**config.mk**
```make
export PLATFORM = sky130hd
export DESIGN_NAME = dm_encoder
export DESIGN_NICKNAME = d
export VERILOG_FILES = /design/src/rtl/dm_pkg.sv /design/src/rtl/dm_stair_step.sv /design/src/rtl/dm_step_latch.sv /design/src/rtl/dm_run_tracker.sv /design/src/rtl/dm_decoder.sv /design/src/rtl/dm_encoder.sv
export SDC_FILE = /design/constraint.sdc
export NUM_CORES = 1
export LEC_CHECK = 0
export BUFFER_PORTS_ARGS = -buffer_cell sky130_fd_sc_hd__buf_2
export CORE_UTILIZATION = 35
export CTS_BUF_LIST = sky130_fd_sc_hd__clkbuf_2
export DETAILED_ROUTE_END_ITERATION = 10
export PLACE_DENSITY = 0.58
export SYNTH_ARGS = -nofsm -noshare
export SYNTH_HDL_FRONTEND = slang
export SYNTH_SLANG_ARGS = --single-unit
export TNS_END_PERCENT = 5
```
**constraint.sdc**
```tcl
create_clock -name clk -period 2.3 [get_ports clk]
set_clock_uncertainty 0.15 [all_clocks]
set_input_delay 0.23 -clock clk [delete_from_list [all_inputs] [get_ports clk]]
set_output_delay 0.23 -clock clk [all_outputs]
set_load 0.01 [all_outputs]
```
**src/rtl/dm_pkg.sv**
```systemverilog
`timescale 1ns/1ps
package dm_pkg;
  typedef enum logic {
    DM_DOWN = 1'b0,
    DM_UP   = 1'b1
  } dm_dir_e;
endpackage

```
**src/rtl/dm_stair_step.sv**
```systemverilog
`timescale 1ns/1ps
module dm_stair_step
  import dm_pkg::*;
#(
  parameter int DW = 12,
  parameter int SW = 11
) (
  input  logic signed [DW-1:0] est_i,
  input  logic        [SW-1:0] step_i,
  input  dm_dir_e              dir_i,
  output logic signed [DW-1:0] est_o
);
  localparam int XW = DW + 2;
  localparam logic signed [XW-1:0] HI = {3'b000, {(DW-1){1'b1}}};
  localparam logic signed [XW-1:0] LO = {3'b111, {(DW-1){1'b0}}};

  logic signed [XW-1:0] ext_est;
  logic signed [XW-1:0] ext_step;
  logic signed [XW-1:0] sum;

  always_comb begin
    ext_est  = {{2{est_i[DW-1]}}, est_i};
    ext_step = {{(XW-SW){1'b0}}, step_i};
    if (dir_i == DM_UP) sum = ext_est + ext_step;
    else                sum = ext_est - ext_step;
    if (sum > HI)      est_o = HI[DW-1:0];
    else if (sum < LO) est_o = LO[DW-1:0];
    else               est_o = sum[DW-1:0];
  end
endmodule

```
**src/rtl/dm_step_latch.sv**
```systemverilog
`timescale 1ns/1ps
module dm_step_latch #(
  parameter int SW = 11,
  parameter logic [SW-1:0] DEF_STEP = 16
) (
  input  logic          clk,
  input  logic          rst_n,
  input  logic          in_valid,
  input  logic [SW-1:0] step_cfg,
  output logic [SW-1:0] step_q
);
  logic          quiet_q;
  logic          load_en;
  logic [SW-1:0] step_d;

  always_comb begin
    load_en = !in_valid && quiet_q;
    step_d  = load_en ? step_cfg : step_q;
  end

  always_ff @(posedge clk or negedge rst_n) begin
    if (!rst_n) begin
      quiet_q <= 1'b1;
      step_q  <= DEF_STEP;
    end else begin
      quiet_q <= !in_valid;
      step_q  <= step_d;
    end
  end
endmodule

```
**src/rtl/dm_run_tracker.sv**
```systemverilog
`timescale 1ns/1ps
module dm_run_tracker #(
  parameter int RUN_LEN = 4,
  localparam int CW = $clog2(RUN_LEN + 1)
) (
  input  logic          clk,
  input  logic          rst_n,
  input  logic          smp_en,
  input  logic          bit_i,
  output logic          run_full_o,
  output logic [CW-1:0] run_q
);
  localparam logic [CW-1:0] LIMIT = CW'(RUN_LEN);
  localparam logic [CW-1:0] ONE   = CW'(1);

  logic          last_q;
  logic [CW-1:0] run_nxt;
  logic [CW-1:0] run_d;
  logic          last_d;

  always_comb begin
    if (run_q != '0 && bit_i == last_q)
      run_nxt = (run_q == LIMIT) ? run_q : run_q + ONE;
    else
      run_nxt = ONE;
    run_full_o = (run_nxt == LIMIT);
    run_d      = smp_en ? run_nxt : run_q;
    last_d     = smp_en ? bit_i   : last_q;
  end

  always_ff @(posedge clk or negedge rst_n) begin
    if (!rst_n) begin
      run_q  <= '0;
      last_q <= 1'b0;
    end else begin
      run_q  <= run_d;
      last_q <= last_d;
    end
  end
endmodule

```
**src/rtl/dm_decoder.sv**
```systemverilog
`timescale 1ns/1ps
module dm_decoder
  import dm_pkg::*;
#(
  parameter int DW = 12,
  parameter int SW = 11
) (
  input  logic                 clk,
  input  logic                 rst_n,
  input  logic                 bit_valid,
  input  logic                 bit_i,
  input  logic        [SW-1:0] step_i,
  output logic signed [DW-1:0] dec_est_o
);
  logic signed [DW-1:0] moved;
  logic signed [DW-1:0] est_d;

  dm_stair_step #(.DW(DW), .SW(SW)) u_step (
    .est_i (dec_est_o),
    .step_i(step_i),
    .dir_i (dm_dir_e'(bit_i)),
    .est_o (moved)
  );

  always_comb est_d = bit_valid ? moved : dec_est_o;

  always_ff @(posedge clk or negedge rst_n) begin
    if (!rst_n) dec_est_o <= '0;
    else        dec_est_o <= est_d;
  end
endmodule

```
**src/rtl/dm_encoder.sv**
```systemverilog
`timescale 1ns/1ps
module dm_encoder
  import dm_pkg::*;
#(
  parameter int DW = 12,
  parameter int SW = DW - 1,
  parameter int RUN_LEN = 4,
  parameter logic [SW-1:0] DEF_STEP = 16
) (
  input  logic                 clk,
  input  logic                 rst_n,
  input  logic                 in_valid,
  input  logic signed [DW-1:0] in_sample,
  input  logic        [SW-1:0] step_cfg,
  output logic                 out_valid,
  output logic                 out_bit,
  output logic                 slope_ovl
);
  localparam int CW = $clog2(RUN_LEN + 1);

  // reset: asserted asynchronously, released after two clocks
  logic [1:0] rst_pipe;
  logic       rst_sync_n;

  always_ff @(posedge clk or negedge rst_n) begin
    if (!rst_n) rst_pipe <= 2'b00;
    else        rst_pipe <= {rst_pipe[0], 1'b1};
  end
  assign rst_sync_n = rst_pipe[1];

  logic        [SW-1:0] step_q;
  logic signed [DW-1:0] est_q;
  logic signed [DW-1:0] est_moved;
  logic signed [DW-1:0] est_d;
  logic signed [DW:0]   err_w;
  logic        [DW:0]   mag_w;
  logic        [DW:0]   step_ext;
  logic                 up_w;
  logic                 exceeds_w;
  logic                 run_full;
  logic        [CW-1:0] run_q;
  logic signed [DW-1:0] dec_est;
  logic                 vld_d;
  logic                 bit_d;
  logic                 ovl_d;

  dm_step_latch #(.SW(SW), .DEF_STEP(DEF_STEP)) u_step_latch (
    .clk     (clk),
    .rst_n   (rst_sync_n),
    .in_valid(in_valid),
    .step_cfg(step_cfg),
    .step_q  (step_q)
  );

  always_comb begin
    err_w     = $signed({in_sample[DW-1], in_sample}) - $signed({est_q[DW-1], est_q});
    up_w      = !err_w[DW] && (err_w != '0);
    mag_w     = err_w[DW] ? (-err_w) : err_w;
    step_ext  = {{(DW+1-SW){1'b0}}, step_q};
    exceeds_w = mag_w > step_ext;
  end

  dm_stair_step #(.DW(DW), .SW(SW)) u_stair (
    .est_i (est_q),
    .step_i(step_q),
    .dir_i (dm_dir_e'(up_w)),
    .est_o (est_moved)
  );

  dm_run_tracker #(.RUN_LEN(RUN_LEN)) u_run (
    .clk       (clk),
    .rst_n     (rst_sync_n),
    .smp_en    (in_valid),
    .bit_i     (up_w),
    .run_full_o(run_full),
    .run_q     (run_q)
  );

  // next state
  always_comb begin
    vld_d = in_valid;
    est_d = est_q;
    bit_d = out_bit;
    ovl_d = slope_ovl;
    if (in_valid) begin
      est_d = est_moved;
      bit_d = up_w;
      ovl_d = run_full && exceeds_w;
    end
  end

  // registers
  always_ff @(posedge clk or negedge rst_sync_n) begin
    if (!rst_sync_n) begin
      est_q     <= '0;
      out_valid <= 1'b0;
      out_bit   <= 1'b0;
      slope_ovl <= 1'b0;
    end else begin
      est_q     <= est_d;
      out_valid <= vld_d;
      out_bit   <= bit_d;
      slope_ovl <= ovl_d;
    end
  end

  // reconstruction from the emitted bits, compared by the checker
  dm_decoder #(.DW(DW), .SW(SW)) u_dec (
    .clk      (clk),
    .rst_n    (rst_sync_n),
    .bit_valid(out_valid),
    .bit_i    (out_bit),
    .step_i   (step_q),
    .dec_est_o(dec_est)
  );
endmodule

```
==> metrics.md <==
| Metric | Value |
|---|---|
| Status | complete, but fails checks |
| Failing checks | setup timing |
| Routed Antenna Nets | 0 |
| Via count | 3408 |
| Critical Path Max Stage Delay | 0.45 ns |
| Worst hold-check path type | in -> reg |
| Clock Pin Slew Worst Setup and Hold Paths | 0.19 ns |
| Antenna diodes | 0 |
| Final HPWL DP | 7460 um |
| Final Hold Viols | 0 |
| Mean post-synth cell area | 8.53 um2 |
| Initial core utilization | 36.4% |
| CP required | 2.41 ns |
| TritonCTS clock tree | done |
| Die Y | 100 um |
| Least-Margin Pin Slew | 0.792 ns |
| CTS max path bufs | 2 |
| WP data arrival | 5.09 ns |
| Crit-path slowest cell | dfrtp_1 |
| Mapped Nets | 465 |
| Vias per cell | 4.93 |
| Dpl ws | -2.77 ns |
| Num rows | 35 |
| Yosys cell types | 63 |
| Tmin final | 4.98 ns |
| Nets | 630 |
| CTS H-tree lvls | 2 |
| Area Overhead vs Synth | 49.5% |
| Critical-path cell list | ha_4 -> fa_2 -> nand2b_4 -> a211oi_4 -> o31a_1 -> buf_6 -> xor2_2 -> nor4_4 -> buf_4 -> a31oi_4 -> nor2_1 -> xnor2_1 -> ha_1 -> nand2_1 -> o21ai_4 -> a41oi_2 -> a211oi_4 -> buf_4 -> o311ai_4 -> a21bo_4 -> buf_6 -> nand2_4 -> mux2_4 |
| Die area | 10000 um2 |
| Worst Path Class, Setup | reg -> reg |
| Number of DRC markers in iteration 0 | 136 |
| Fin crit share | 217% |
| Largest net degree at the start of global routing | 31 |
| Final GP Congestion | 0.869 |
| Setup ws final | -2.68 ns |
| Post-Syn Area | 3380 um2 |
| Ys flop type | dfrtp_1 |
| Number of port buffers | 28 |
| Clock Latency Late Sink | 0.38 ns |
| CTS Buf Count | 5 |
| Number of antenna violations at the first check in global routing | 0 |
| Asr flop ratio synth | 100% |
| Final Setup Violations | 17 |
| Clock Root Buffer | clkbuf_2 |
| EDFF count, synth | 0 |
| Vias in the first global route | 3308 |
| I/O pin count | 29 |
| Crit-path leading delay family | compound AO/OA/AOI/OAI gates |
| Clock sinks | 32 |
| Gate Count Post-Synth | 396 |
| Final wirelength | 9710 um |
| Filler-free cell count of the finished design | 691 |
| Dpl cells | 655 |
| Drc violations | 0 |
| Fin. max-slew vios | 0 |
| Max-capacitance violation count | 0 |
| GRT Overall Usage | 19.6% |
| Critical path buffer and inverter count | 4 |
| Startpoint Class | register |
| RSZ-0062 raised after global routing | true |
| Die Wd | 100 um |
| First-pass GRT wire length | 15500 um |
| Max Clock Freq | 201 MHz |
| Share of layout cells above drive strength 1 | 39.9% |
| Max transition margin | 47.1% |
| Avg WL per Cell | 14.0 um |
| CP Max Fanout | 8 |
| Register area share after synthesis | 23.8% |
| Pre-Repair DR Iteration Count | 4 |
| CP Capture Type | register |
| Gr ovfl total | 0 |
| Core area | 9280 um2 |
| Synth Warn # | 0 |
| #FFs+latches synth | 32 |
-- layer usage --
metal  vias up  track usage [%]  routed length (um)
met5         -                0                   0
met3         6             2.51                 214
met1      1616             26.8                4720
li1       1740                -                   -
met4         0             4.12                 106
met2        46             33.2                4670
-- stage by stage --
step	instance area, um2	hold slack [ns]	utilization, %	TNS, ns
floorplan	3480	-0.216	-	-30.94
global placement	4570	-0.134	49.2	-35.45
detailed placement	4570	-0.132	49.2	-37.80
CTS	4800	0.0412	51.8	-36.37
global route	5050	0.0274	54.4	-40.51
finish	5050	0.0622	54.4	-37.38
-- cell type report --
| type | instances | area, um2 |
|---|---|---|
| clock inverters | 1 | 3.75 |
| multi-input cells | 318 | 2650 |
| fillers | 873 | 4240 |
| inverters | 36 | 135 |
| flip-flops and latches | 32 | 805 |
| clock buffers | 7 | 35.0 |
| well taps | 129 | 161 |
| repair buffers | 168 | 1250 |
-- worst reg2reg max path, stage by stage, from the launching register on --
cell and delay (ns):
dfrtp_1 0.45, ha_4 0.18, fa_2 0.39, nand2b_4 0.16
a211oi_4 0.21, o31a_1 0.17, buf_6 0.13, xor2_2 0.10
nor4_4 0.33, buf_4 0.18, a31oi_4 0.10, nor2_1 0.14
xnor2_1 0.09, ha_1 0.35, nand2_1 0.10, o21ai_4 0.16
a41oi_2 0.19, a211oi_4 0.31, buf_4 0.16, o311ai_4 0.09
a21bo_4 0.28, buf_6 0.12, nand2_4 0.07, mux2_4 0.26
-- sequential cells by signal (all words and copies together), names as in the netlist --
| register | cells |
|---|---|
| out_bit | 1 |
| out_valid | 1 |
| u_step_latch.quiet_q | 1 |
| est_q | 12 |
| slope_ovl | 1 |
| u_step_latch.step_q | 11 |
| rst_pipe | 2 |
| u_run.run_q | 3 |
-- cell families (layout without fill, tap and decap cells) --
| logic type | after synthesis | count (layout) | synth area share [%] |
|---|---|---|---|
| other cells | 1 | 1 | 0.111 |
| xor+xnor | 37 | 37 | 10.2 |
| simple gates | 110 | 110 | 16.9 |
| flops | 32 | 32 | 23.8 |
| fa+ha+maj | 43 | 43 | 16.4 |
| compound gates | 123 | 123 | 25.5 |
| buf+inv | 46 | 212 | 5.82 |
| mux | 4 | 4 | 1.30 |
-- cells in the final DEF, fill, tap and decap left out, types with 3 or more instances in the layout --
master and instances:
o21ai_0 22, nand2b_1 4, clkbuf_2 7, a21oi_1 23, and3_1 4, nor2_2 4
buf_6 5, xnor2_1 22, dfrtp_1 29, o31ai_1 5, o21a_1 4, o21bai_1 4
dlygate4sd3_1 13, nor3_1 9, nand2_1 33, buf_2 28, nor2_1 20, buf_4 121
inv_1 34, ha_4 3, nand4_1 4, o31ai_2 5, xnor2_2 3, a21o_1 6
xor2_1 8, a31oi_1 7, a21boi_0 3, nand3_1 6, a21oi_2 4, o21ai_1 4
ha_1 36, o22ai_1 6, nor2b_1 8, nand3b_1 3
-- cells in the mapped netlist, types with 3 or more instances --
cell type | instances | area [um2]
a211oi_1 | 6 | 45.0
a21boi_0 | 3 | 22.5
a21o_1 | 6 | 45.0
a21oi_1 | 27 | 135
a31oi_1 | 8 | 50.1
and3_1 | 4 | 25.0
clkbuf_1 | 8 | 30.0
dfrtp_1 | 30 | 751
ha_1 | 41 | 513
inv_1 | 36 | 135
mux2_2 | 3 | 33.8
nand2_1 | 33 | 124
nand2b_1 | 5 | 31.3
nand3_1 | 6 | 30.0
nand3b_1 | 3 | 22.5
nand4_1 | 4 | 25.0
nor2_1 | 24 | 90.1
nor2b_1 | 8 | 50.1
nor3_1 | 9 | 45.0
o21a_1 | 4 | 30.0
o21ai_0 | 25 | 125
o21bai_1 | 4 | 30.0
o22ai_1 | 7 | 43.8
o31ai_1 | 5 | 37.5
o31ai_2 | 5 | 62.6
xnor2_1 | 26 | 228
xor2_1 | 10 | 87.6
-- timing repair --
item	in CTS	in global routing
buffers inserted	2	13
hold buffers	13	0
gates resized for setup	13	29
pin swaps	7	22
setup endpoints to repair	17	17
endpoints found under the hold margin	13	0
-- worst paths after layout --
check | startpoint | endpoint | slack [ns] | cells after the start
max in group asynchronous | rst_n | rst_pipe[0] | 1.35 | 3
worst max register to register | est_q[0] | est_q[11] | -2.68 | 23
worst min register to register | rst_pipe[1] | est_q[10] | 0.10 | 1
worst max-delay path | est_q[0] | est_q[11] | -2.68 | 23
worst min-delay path | in_valid | out_valid | 0.06 | 2
min in group asynchronous | rst_pipe[1] | est_q[10] | 0.10 | 1
Power is not shown: default switching activity piles up to over one toggle a cycle in this logic, so the estimate is an artifact.
